--- src/rtl/i2c_addr_pkg.sv ---
package i2c_addr_pkg;
  localparam int BYTE_W = 8;
  localparam logic [4:0] TEN_BIT_MARK = 5'b11110;

  typedef enum logic [1:0] {ST_IDLE, ST_SEND, ST_WAIT, ST_RSTART} seq_state_t;
  typedef enum logic [1:0] {STEP_HEAD, STEP_LOW, STEP_RDHEAD} seq_step_t;

  function automatic logic ten_bit_hit(input logic [BYTE_W-1:0] a0);
    return a0[BYTE_W-1 -: 5] == TEN_BIT_MARK;
  endfunction

  function automatic logic [BYTE_W-1:0] step_byte(input seq_step_t st,
                                                 input logic ten,
                                                 input logic [BYTE_W-1:0] a0,
                                                 input logic [BYTE_W-1:0] a1);
    logic [BYTE_W-1:0] b;
    case (st)
      STEP_LOW:    b = a1;
      STEP_RDHEAD: b = {a0[BYTE_W-1:1], 1'b1};
      default:     b = ten ? {a0[BYTE_W-1:1], 1'b0} : a0;
    endcase
    return b;
  endfunction
endpackage

--- src/rtl/i2c_addr_regs.sv ---
module i2c_addr_regs #(
  parameter int BYTE_W = 8,
  parameter int WORD_W = 16
) (
  input  logic              clk,
  input  logic              rst_n,
  input  logic              wr_en0,
  input  logic              wr_en1,
  input  logic [BYTE_W-1:0] wdata,
  output logic [BYTE_W-1:0] a0,
  output logic [BYTE_W-1:0] a1,
  output logic [WORD_W-1:0] rdata0,
  output logic [WORD_W-1:0] rdata1
);
  localparam int PAD_W = WORD_W - BYTE_W;

  always_ff @(posedge clk or negedge rst_n) begin
    if (!rst_n) begin
      a0 <= '0;
      a1 <= '0;
    end else begin
      if (wr_en0) a0 <= wdata;
      if (wr_en1) a1 <= wdata;
    end
  end

  assign rdata0 = {{PAD_W{1'b0}}, a0};
  assign rdata1 = {{PAD_W{1'b0}}, a1};

  a_r1_upper_zero: assert property (@(posedge clk) disable iff (!rst_n)
    (rdata0[WORD_W-1:BYTE_W] == '0) && (rdata1[WORD_W-1:BYTE_W] == '0));
endmodule

--- src/rtl/i2c_addr_byte_mux.sv ---
module i2c_addr_byte_mux
  import i2c_addr_pkg::*;
(
  input  seq_step_t         step,
  input  logic              ten,
  input  logic [BYTE_W-1:0] a0,
  input  logic [BYTE_W-1:0] a1,
  output logic [BYTE_W-1:0] byte_out
);
  assign byte_out = step_byte(step, ten, a0, a1);
endmodule

--- src/rtl/i2c_addr_ctrl.sv ---
module i2c_addr_ctrl
  import i2c_addr_pkg::*;
(
  input  logic              clk,
  input  logic              rst_n,
  input  logic              go,
  input  logic              want_read,
  input  logic [BYTE_W-1:0] reg_a0,
  input  logic [BYTE_W-1:0] reg_a1,
  input  logic              tx_ready,
  input  logic              ack_valid,
  input  logic              ack_ok,
  output logic              tx_valid,
  output seq_step_t         step,
  output logic              ten,
  output logic [BYTE_W-1:0] a0_lat,
  output logic [BYTE_W-1:0] a1_lat,
  output logic              rstart_req,
  output logic              stop_req,
  output logic              done,
  output logic              busy,
  output logic              nack_flag
);
  seq_state_t state_q, state_d;
  seq_step_t  step_q, step_d;
  logic       rd_q;

  // named internal events
  logic evt_launch, evt_accept, evt_ack_good, evt_ack_bad, evt_last;
  assign evt_launch   = (state_q == ST_IDLE) && go;
  assign evt_accept   = (state_q == ST_SEND) && tx_ready;
  assign evt_ack_good = (state_q == ST_WAIT) && ack_valid && ack_ok;
  assign evt_ack_bad  = (state_q == ST_WAIT) && ack_valid && !ack_ok;
  assign evt_last     = !ten || (step_q == STEP_RDHEAD) ||
                        ((step_q == STEP_LOW) && !rd_q);

  always_comb begin
    state_d = state_q;
    step_d  = step_q;
    case (state_q)
      ST_IDLE: if (evt_launch) begin
        state_d = ST_SEND;
        step_d  = STEP_HEAD;
      end
      ST_SEND: if (evt_accept) state_d = ST_WAIT;
      ST_WAIT: begin
        if (evt_ack_bad) state_d = ST_IDLE;
        else if (evt_ack_good) begin
          if (evt_last) state_d = ST_IDLE;
          else if (step_q == STEP_HEAD) begin
            state_d = ST_SEND;
            step_d  = STEP_LOW;
          end else state_d = ST_RSTART;
        end
      end
      ST_RSTART: begin
        state_d = ST_SEND;
        step_d  = STEP_RDHEAD;
      end
      default: state_d = ST_IDLE;
    endcase
  end

  always_ff @(posedge clk or negedge rst_n) begin
    if (!rst_n) begin
      state_q   <= ST_IDLE;
      step_q    <= STEP_HEAD;
      rd_q      <= 1'b0;
      ten       <= 1'b0;
      a0_lat    <= '0;
      a1_lat    <= '0;
      done      <= 1'b0;
      stop_req  <= 1'b0;
      nack_flag <= 1'b0;
    end else begin
      state_q  <= state_d;
      step_q   <= step_d;
      done     <= evt_ack_good && evt_last;
      stop_req <= evt_ack_bad;
      if (evt_launch) begin
        a0_lat    <= reg_a0;
        a1_lat    <= reg_a1;
        ten       <= ten_bit_hit(reg_a0);
        rd_q      <= want_read;
        nack_flag <= 1'b0;
      end else if (evt_ack_bad) begin
        nack_flag <= 1'b1;
      end
    end
  end

  assign tx_valid   = (state_q == ST_SEND);
  assign rstart_req = (state_q == ST_RSTART);
  assign busy       = (state_q != ST_IDLE);
  assign step       = step_q;

  a_r6_nack_stop: assert property (@(posedge clk) disable iff (!rst_n)
    evt_ack_bad |=> stop_req && nack_flag && !busy);
  a_r5_wait_ack: assert property (@(posedge clk) disable iff (!rst_n)
    evt_accept |=> !tx_valid);
  a_r7_done_excl: assert property (@(posedge clk) disable iff (!rst_n)
    !(done && stop_req));
  a_r8_go_ignored: assert property (@(posedge clk) disable iff (!rst_n)
    (busy && go && !ack_valid && !tx_ready) |=> $stable(a0_lat) && $stable(a1_lat));
endmodule

--- src/rtl/i2c_addr_seq.sv ---
module i2c_addr_seq
  import i2c_addr_pkg::*;
#(
  parameter int WORD_W = 16
) (
  input  logic              clk,
  input  logic              rst_n,
  input  logic              reg_wr_en0,
  input  logic              reg_wr_en1,
  input  logic [BYTE_W-1:0] reg_wdata,
  output logic [WORD_W-1:0] reg_rdata0,
  output logic [WORD_W-1:0] reg_rdata1,
  input  logic              go,
  input  logic              want_read,
  output logic              tx_valid,
  input  logic              tx_ready,
  output logic [BYTE_W-1:0] tx_byte,
  input  logic              ack_valid,
  input  logic              ack_ok,
  output logic              rstart_req,
  output logic              stop_req,
  output logic              done,
  output logic              busy,
  output logic              nack_flag
);
  logic [BYTE_W-1:0] reg_a0, reg_a1, a0_lat, a1_lat;
  seq_step_t step;
  logic      ten;

  i2c_addr_regs #(.BYTE_W(BYTE_W), .WORD_W(WORD_W)) u_regs (
    .clk(clk), .rst_n(rst_n), .wr_en0(reg_wr_en0), .wr_en1(reg_wr_en1),
    .wdata(reg_wdata), .a0(reg_a0), .a1(reg_a1),
    .rdata0(reg_rdata0), .rdata1(reg_rdata1));

  i2c_addr_ctrl u_ctrl (
    .clk(clk), .rst_n(rst_n), .go(go), .want_read(want_read),
    .reg_a0(reg_a0), .reg_a1(reg_a1), .tx_ready(tx_ready),
    .ack_valid(ack_valid), .ack_ok(ack_ok), .tx_valid(tx_valid),
    .step(step), .ten(ten), .a0_lat(a0_lat), .a1_lat(a1_lat),
    .rstart_req(rstart_req), .stop_req(stop_req), .done(done),
    .busy(busy), .nack_flag(nack_flag));

  i2c_addr_byte_mux u_mux (
    .step(step), .ten(ten), .a0(a0_lat), .a1(a1_lat), .byte_out(tx_byte));

  a_r5_hold_byte: assert property (@(posedge clk) disable iff (!rst_n)
    (tx_valid && !tx_ready) |=> tx_valid && $stable(tx_byte));
  a_r4_rstart_read_head: assert property (@(posedge clk) disable iff (!rst_n)
    rstart_req |=> tx_valid && tx_byte[0]);
  a_r9_valid_busy: assert property (@(posedge clk) disable iff (!rst_n)
    tx_valid |-> busy);
endmodule

--- config.mk ---
export PLATFORM = sky130hd
export DESIGN_NAME = i2c_addr_seq
export DESIGN_NICKNAME = d
export VERILOG_FILES = /design/src/rtl/i2c_addr_pkg.sv /design/src/rtl/i2c_addr_regs.sv /design/src/rtl/i2c_addr_byte_mux.sv /design/src/rtl/i2c_addr_ctrl.sv /design/src/rtl/i2c_addr_seq.sv
export SDC_FILE = /design/constraint.sdc
export NUM_CORES = 1
export LEC_CHECK = 0
export ABC_AREA = 1
export BUFFER_PORTS_ARGS = -buffer_cell sky130_fd_sc_hd__buf_2
export CAP_MARGIN = 0
export CORE_UTILIZATION = 44
export DETAILED_ROUTE_END_ITERATION = 8
export PLACE_DENSITY = 0.7
export RECOVER_POWER = 100
export SYNTH_ARGS = -nofsm -noshare
export SYNTH_HDL_FRONTEND = slang
export SYNTH_SLANG_ARGS = --single-unit
--- constraint.sdc ---
create_clock -name clk -period 3.7 [get_ports clk]
set_clock_uncertainty 0.15 [all_clocks]
set_input_delay 0.555 -clock clk [delete_from_list [all_inputs] [get_ports clk]]
set_output_delay 0.555 -clock clk [all_outputs]
set_load 0.01 [all_outputs]
Word level (Yosys, flattened, before mapping)
Cells that the tools add are included.
W data, S select, Z words.
{"block": "op_classes", "n_eq_ne": 13, "muxes": 17, "n_reduce_logical": 19}
{"operator": "$mux W2", "n": 11}
{"operator": "$pmux W8 S2", "n": 1}
{"operator": "$pmux W2 S4", "n": 1}
{"operator": "$logic_and A1 B1 Y1", "n": 7}
{"operator": "$eq A2 B2 Y1 const B", "n": 3}
{"operator": "$ne A2 B1 Y1 const B", "n": 3}
{"operator": "$ne A2 B2 Y1 const B", "n": 3}
{"operator": "$pmux W2 S3", "n": 1}
{"operator": "$reduce_and A6 Y1", "n": 1}
{"operator": "$eq A5 B5 Y1 const B", "n": 1}
{"operator": "$eq A2 B1 Y1 const B", "n": 2}
{"operator": "$logic_not A2 Y1", "n": 2}
{"operator": "$reduce_bool A2 Y1", "n": 2}
{"operator": "$logic_not A1 Y1", "n": 3}
{"operator": "$mux W1", "n": 3}
{"operator": "$ne A3 B1 Y1 const B", "n": 1}
{"operator": "$reduce_and A3 Y1", "n": 1}
{"operator": "$reduce_bool A3 Y1", "n": 1}
{"operator": "$logic_or A1 B1 Y1", "n": 2}
{"block": "word_totals", "register_bits": 41, "inputBits": 17, "out_inout_bits": 46, "word_cells": 60}

Longest topological paths before layout
Gate-level depths: netlist (run 1).
{"block": "depth", "depth_word": 7, "ltp_mapped": 10, "ltp_nobuf": 10}

Cells and area by module
A second synthesis (run 1) with hierarchy kept.
{"block": "hier_totals", "hier_cells": 275, "area_unflattened_um2": 2174.6}
{"module": "i2c_addr_ctrl", "n_inst": 1, "cells_each": 139, "area_each_um2": 1162.4, "seq_area_each_um2": 625.6}
{"module": "i2c_addr_regs", "n_inst": 1, "cells_each": 101, "area_each_um2": 854.6, "seq_area_each_um2": 400.4}
{"module": "i2c_addr_byte_mux", "n_inst": 1, "cells_each": 35, "area_each_um2": 157.7, "seq_area_each_um2": 0.0}

Worst setup path after synthesis (run 1)
Ideal clock, no wire load.
{"block": "synth_path", "kind": "register to output", "startpoint": "register u_ctrl.step_q[0], in the netlist u_ctrl.step[0]", "endpoint": "output tx_byte[7]", "t_arrival_ps": 1279, "slack_ps": 1716, "path_stages_with_launch": 7, "path_buffers": 1, "cell_sequence": "dfrtp_1 > inv_1 > ha_1 > buf_2 > inv_1 > nor2_1 > o21ai_0"}
{"block": "synth_between", "elab_chain_cells": 2, "word_cells_on_any_way": 3, "classes_between": "2 x eq/ne; 1 x mux"}
{"element": "start: declaration", "line": "i2c_addr_ctrl.sv:25", "rtl": "seq_step_t step_q, step_d;"}
{"element": "start signal: assignment", "line": "i2c_addr_ctrl.sv:77", "rtl": "step_q <= step_d;"}
{"element": "$eq A2 B2 Y1 / $eq A2 B1 Y1 (equally long branches)", "line": "i2c_addr_pkg.sv:17", "rtl": "case (st)"}
{"element": "$pmux W8 S2 (*)", "line": "i2c_addr_pkg.sv:17"}
{"element": "end: declaration", "line": "i2c_addr_seq.sv:17", "rtl": "output logic [BYTE_W-1:0] tx_byte,"}
Mark *: on every way between the ends. The rest lies on a longest branch, timed or not.

Worst setup path in the final report (run 1)
Same ends and word-level chain as after synthesis.

==> parameters.txt, run 1 <==
Parameter                              Value

Drt
  Number of search-and-repair iterations in the first detailed-routing pass    4
  Violation count after the first detailed-route iteration    45
  Antenna-violating nets left    0
  Routed length on met3    203 µm
  Average via count per standard cell    4.585
  Final Routed Wirelength    3.743 mm
  Drc violations    0
  Vias post-DR    1559
  Wire length per cell after detailed routing    11.01 µm
  Met2 Wirelength    1.715 mm
  Routed metal-1 wirelength    1.786 mm
  Highest metal used    met4

Floorplanning
  DIE HEIGHT    69.43 µm
  Cell row count    24
  Full die area    4821 µm²
  I/O Pins    63
  Starting density of the core    45.95%
  Horizontal die dimension    69.43 µm
  Core area    4354 µm²

Clock tree
  Clock latency of the later-clocked register in the worst-skew pair    0.29 ns
  Inserted Clock Buffers    5
  Setup bufs post-CTS    0
  Number of sinks on the clock net    41
  TritonCTS clock tree    built
  Clock slew at reported path FFs    0.08 ns
  Cts repair resizes    0
  Clk Tree Root Cell    clkbuf_8
  Buffer levels on the longest clock path    2
  CTS Hold Buffers Added    0
  Level count of the clock H-tree    2

Status
  Violated checks    capacitance limit, slew limit
  Run status    finished, violations left

Logic synthesis
  Synth Area in Compound Gates    10.82%
  Most common flop cell mapped by yosys    dfrtp_1
  Area share of and/or/nand/nor cells after synthesis    17.51%
  Count of flip-flops with a built-in enable after synthesis    0
  Fraction of synthesized cell area taken by the top area cell type    51.28%
  Share of cell area taken by muxes after synthesis    0.5629%
  Dominant combinational cell family by area after synthesis    simple AND/OR/NAND/NOR gates
  Synth area leader    dfrtp_1
  Syn Area/Cell    8.233 µm²
  Async set-or-reset flop fraction in the synthesized netlist    100.0%
  Post-synth design cell area    2001 µm²
  Syn Inst Count    243
  Synthesized-area fraction occupied by xor and xnor cells    0%
  Adder-cell share of the synthesized area    5.003%
  Number of warnings printed during yosys synthesis    0
  Fraction of the yosys area taken by sequential cells    51.28%
  FF+latch count, synth    41
  Cell types with the largest area share after synthesis    dfrtp_1, nand2_1, o21ai_0
  Unique cell type count in the Yosys netlist    17

Flow run
  Max-Cap Viols    1

Setup path
  Highest cell delay on the worst timing path    0.41 ns
  Worst Reg-to-Reg Cells    6
  R2R setup slack    1.64 ns
  Most used cell along the critical path    inv_1
  CP Max Fanout    9
  Reg2Reg Capture Point    u_ctrl.a0_lat[7]
  Type of element capturing the critical path    primary output
  Kind of critical path    flip-flop to primary output
  Arrival time of the worst setup path    1.76 ns
  CP startpoint kind    flip-flop
  Worst r2r src    u_ctrl.state_q[0]
  Worst EP required    2.99 ns
  Cell with the largest stage delay on the worst path    ha_1
  Critical path cell sequence    inv_1, ha_1, inv_1, nor2_1, o21ai_0, clkbuf_1

Pwr
  Power share of the clock group    22.2%
  Proportion of total power due to net switching    39.73%
  Internal cell power    974.3 µW
  Part of the power in combinational logic    37.8%
  Power per Cell Area    712.6 nW/µm²
  Switching power total    642.2 µW
  Cell leakage power    1.176 nW
  Maximum vdd ir drop    342.0 µV
  Final total power    1.617 mW
  Share of power burned in registers    40.0%

Final layout
  Fraction of final layout cells with drive strength greater than 1    7.292%
  Share of the core filled with cells    52.10%
  P&R area growth vs syn    13.38%
  Final net count    312
  Total inserted antenna cells    0

Min path
  Hold path start    reg_wdata[5]
  Capture endpoint of the worst hold path    u_regs.a0[5]
  Worst hold path class    input port to flip-flop
  Cell depth of the worst min-delay path    3

Global route
  Via count of the first global-routing pass    1386
  GRT overflow    0
  Largest net degree at the start of global routing    42
  Global router's overall resource usage    16.17%
  Initial antenna violation count    0
  First-pass GRT wire length    6.168 mm

Placed design
  Pre-CTS worst setup slack    1.539 ns
  Last weighted congestion value of the routability-driven placer    0.7553
  Number of buffers added on ports    46
  HPWL after detailed placement    2.813 mm

STA
  Finish-stage setup viols    0
  Fmax    405.4 MHz
  Number of failing hold endpoints at the final stage    0
  Final Critical Period    2.467 ns
  Count of pins over their slew limit    42
  Slew Limit Headroom    -43.23%
  Setup WS post-layout    1.233 ns
  Period utilization    66.68%
  Unrepaired setup endpoints after global routing    false
  Setup TNS    0 ns
  Worst Max-Slew Pin Slew    2.149 ns
==> power groups by stage <==
stage,clock network (mW),registers [mW],logic [mW]
final,0.359,0.647,0.611
after global placement,0,0.652,0.630
after CTS,0.368,0.646,0.644
after global routing,0.380,0.659,0.704
after floorplan,0,0.648,0.442
after detailed placement,0,0.655,0.641
==> metal layers <==
| metal | global-route usage [%] | vias to the layer above |
|---|---|---|
| met5 | 0 | - |
| met4 | 4.082 | 0 |
| met3 | 5.087 | 6 |
| met2 | 26.00 | 48 |
| met1 | 21.24 | 698 |
| li1 | - | 807 |
==> worst max path at each step <==
stage	startpoint	to	slack, ns	cells past startpoint
3_3_place_gp	u_ctrl.step[0]	tx_byte[7]	1.61	6
5_1_grt	rst_n	u_ctrl.a0_lat[3]	0.99	1
2_1_floorplan	u_ctrl.step[0]	tx_byte[7]	1.72	6
3_5_place_dp	u_ctrl.step[1]	tx_byte[3]	1.54	6
4_1_cts	u_ctrl.step[1]	tx_byte[3]	1.23	6
6_report	u_ctrl.step[0]	tx_byte[7]	1.23	6
==> cell usage after synthesis, types with 2 or more instances <==
library cell	n
a21oi_1	3
buf_2	2
buf_4	16
clkbuf_1	5
dfrtp_1	41
ha_1	8
inv_1	37
nand2_1	63
nand3_1	13
nor2_1	10
o21ai_0	39
==> metrics by stage <==
stage	std cells	hold WS [ns]	area (µm²)
floorplan	258	0.1094	2057
global placement	332	0.3115	2198
CTS	340	0.2641	2310
global route	340	0.3331	2268
detailed placement	332	0.3216	2198
finish	340	0.3276	2268
==> worst max-delay path: cells and delay by family, from the launching register on <==
| kind | cells | cell delay, ns |
|---|---|---|
| AOI/OAI and AO/OA | 1 | 0.18 |
| adders and majority gates | 1 | 0.41 |
| buffers and inverters | 3 | 0.44 |
| DFF | 1 | 0.37 |
| and+or+nand+nor | 1 | 0.07 |
==> cell type report <==
type | count | area [µm²]
Sequential cell | 41 | 1026
Inverter | 37 | 138.9
Timing Repair Buffer | 46 | 188.9
Clock inverter | 2 | 38.79
Multi-Input combinational cell | 156 | 738.2
Fill cell | 445 | 2086
Tap cell | 52 | 65.06
Clock buffer | 6 | 72.57
==> cell families (layout without fill, tap and decap cells) <==
kind of cell / count (synthesis) / after routing
flip-flops: 41 / 41
AO/OA/AOI/OAI: 43 / 43
buffers and inverters: 61 / 91
adder cells (fa/ha/maj): 8 / 8
AND/OR/NAND/NOR: 88 / 88
multiplexers: 1 / 1
other: 1 / 16
==> cell usage in the layout, fill, tap and decap left out, types with 3 or more instances in the layout <==
cell type | Yosys | routed
conb_1 | 1 | 16
clkbuf_8 | 0 | 5
nand2_1 | 63 | 63
a21oi_1 | 3 | 3
inv_1 | 37 | 37
clkbuf_1 | 5 | 34
buf_2 | 2 | 13
ha_1 | 8 | 8
nor2_1 | 10 | 10
nand3_1 | 13 | 13
o21ai_0 | 39 | 39
dfrtp_1 | 41 | 41
==> sequential cells by signal (all words and copies together), names as in the netlist <==
| signal | flops |
|---|---|
| u_ctrl.stop_req | 1 |
| u_regs.a1 | 8 |
| u_ctrl.done | 1 |
| u_ctrl.ten | 1 |
| u_ctrl.step | 2 |
| u_regs.a0 | 8 |
| u_ctrl.nack_flag | 1 |
| u_ctrl.a0_lat | 8 |
| u_ctrl.rd_q | 1 |
| u_ctrl.state_q | 2 |
| u_ctrl.a1_lat | 8 |
(Power assumes the default switching activity.)
==> inputs of run 2 (changes only) <==
--- a/config.mk
+++ b/config.mk
@@ -10,7 +10,7 @@
 export CAP_MARGIN = 0
 export CORE_UTILIZATION = 44
 export DETAILED_ROUTE_END_ITERATION = 8
-export PLACE_DENSITY = 0.7
+export PLACE_DENSITY = 0.73
 export RECOVER_POWER = 100
 export SYNTH_ARGS = -nofsm -noshare
 export SYNTH_HDL_FRONTEND = slang
==> constraint.sdc (replaced) <==
create_clock -name clk -period 2.2 [get_ports clk]
set_clock_uncertainty 0.15 [all_clocks]
set_input_delay 0.33 -clock clk [delete_from_list [all_inputs] [get_ports clk]]
set_output_delay 0.33 -clock clk [all_outputs]
set_load 0.01 [all_outputs]
==> parameters.txt, run 2 (same netlist as run 1, synthesis figures left out) <==
Parameter                              Value

Setup path
  Type of element capturing the critical path    primary output
  Worst r2r src    u_ctrl.state_q[0]
  CP Max Fanout    9
  Worst EP required    1.72 ns
  R2R setup slack    0.52 ns
  CP startpoint kind    flip-flop
  Kind of critical path    flip-flop to primary output
  Reg2Reg Capture Point    u_ctrl.a0_lat[6]
  Worst Reg-to-Reg Cells    5
  Arrival time of the worst setup path    1.63 ns

Drt
  Average via count per standard cell    4.618
  Number of search-and-repair iterations in the first detailed-routing pass    4
  Wire length per cell after detailed routing    11.03 µm
  Final Routed Wirelength    3.783 mm
  Vias post-DR    1584
  Drc violations    0
  Violation count after the first detailed-route iteration    97
  Antenna-violating nets left    0

STA
  Worst Max-Slew Pin Slew    0.9921 ns
  Final Critical Period    2.114 ns
  Count of pins over their slew limit    0
  Finish-stage setup viols    0
  Number of failing hold endpoints at the final stage    0
  Slew Limit Headroom    33.86%
  Period utilization    96.10%
  Fmax    473.0 MHz
  Unrepaired setup endpoints after global routing    true

Floorplanning
  Starting density of the core    45.95%
  I/O Pins    63
  DIE HEIGHT    69.43 µm
  Horizontal die dimension    69.43 µm
  Full die area    4821 µm²
  Core area    4354 µm²
  Cell row count    24

Final layout
  Final net count    315
  Cell Count, Final, Fillers Out    343
  Count of filler cells inserted in the layout    440
  P&R area growth vs syn    14.51%
  Commonest cells after routing, fill and taps aside    nand2_1, dfrtp_1, o21ai_0
  Most common library cell in the layout ignoring fill and taps    nand2_1
  Final Cell Area    2291 µm²
  Total inserted antenna cells    0
  Fraction of final layout cells with drive strength greater than 1    11.68%

Global route
  Initial antenna violation count    0
  Global router's overall resource usage    17.53%
  Most utilized layer in the global route result    met2
  Met3 Usage GRT    3.924%
  Met2 Use GR    27.51%
  Via count of the first global-routing pass    1489
  Global Route met1 Usage    23.24%
  First-pass GRT wire length    6.755 mm
  GRT overflow    0
  Largest net degree at the start of global routing    42

Placed design
  Number of instances in the placed design    334
  Last weighted congestion value of the routability-driven placer    0.7861
  Number of buffers added on ports    46
  Cell area after placement    2213 µm²
  HPWL after detailed placement    2.870 mm

Status
  Run status    completed

Pwr
  Final total power    2.678 mW
  Maximum vdd ir drop    567.3 µV
  Power per Cell Area    1169 nW/µm²
  Cell leakage power    1.200 nW

Min path
  Worst hold path class    input port to flip-flop
  Cell depth of the worst min-delay path    3
  Capture endpoint of the worst hold path    u_ctrl.rd_q
  Hold path start    want_read

Clock tree
  Level count of the clock H-tree    2
  Clock slew at reported path FFs    0.08 ns
  Clock latency of the later-clocked register in the worst-skew pair    0.29 ns
  Buffer levels on the longest clock path    2
  Number of sinks on the clock net    41
  Clk Tree Root Cell    clkbuf_8
  Setup bufs post-CTS    0
  Inserted Clock Buffers    5
  TritonCTS clock tree    built

Flow run
  Max-Cap Viols    0
==> run 2: worst max-delay path: stages (launching register included) <==
cell and delay, ns:
dfrtp_1 0.38, inv_1 0.09, ha_4 0.32, inv_1 0.12
o21ai_0 0.20, nand2_1 0.09, buf_2 0.14
==> run 2: per-layer routing <==
metal / vias up / wire length [µm]
met2: 49 / 1767
met3: 6 / 208
met4: 0 / 60
met5: - / 0
met1: 715 / 1747
li1: 814 / -
==> run 2: repair_timing <==
action,in CTS,in global routing
resized for setup,1,3
pin swaps,0,0
cloned,0,0
hold endpoints to repair,41,0
hold buffers,1,0
endpoints found under the setup margin,7,8
==> run 2: layout make-up <==
cell class / instances / area, µm² / area share (%)
Clock buffer: 6 / 72.57 / 3.168
Clock inverter: 2 / 15.01 / 0.6554
Inverter: 37 / 138.9 / 6.062
Multi-Input combinational cell: 156 / 753.2 / 32.88
Sequential cell: 41 / 1026 / 44.78
Tap cell: 52 / 65.06 / 2.840
Timing Repair Buffer: 49 / 220.2 / 9.612
==> run 2: power by group <==
| group | internal [mW] | switching [mW] |
|---|---|---|
| combinational | 0.396 | 0.705 |
| sequential | 0.965 | 0.131 |
| clock | 0.223 | 0.258 |
| total | 1.58 | 1.09 |
==> run 2: worst max-delay path by stage <==
stage                              start    endpoint  slack, ns  depth (start not counted)
final                     u_ctrl.step[0]  tx_byte[2]       0.09                          6
after global routing      u_ctrl.step[0]  tx_byte[0]      -0.02                          6
after CTS                 u_ctrl.step[1]  tx_byte[6]       0.02                          6
after detailed placement  u_ctrl.step[1]  tx_byte[6]       0.28                          6
after global placement    u_ctrl.step[0]  tx_byte[7]       0.34                          6
after floorplan           u_ctrl.step[0]  tx_byte[7]       0.44                          6
==> run 2: through the flow <==
step,TNS (ns),hold slack [ns],util (%),setup slack [ns]
after floorplan,0,-0.1156,-,0.4406
after global placement,0,0.2723,50.83,0.3391
after detailed placement,0,0.2738,50.83,0.2834
after CTS,0,0.1013,53.13,0.01788
after global routing,-0.04384,0.1053,52.61,-0.02097
final,0,0.09981,52.61,0.08569
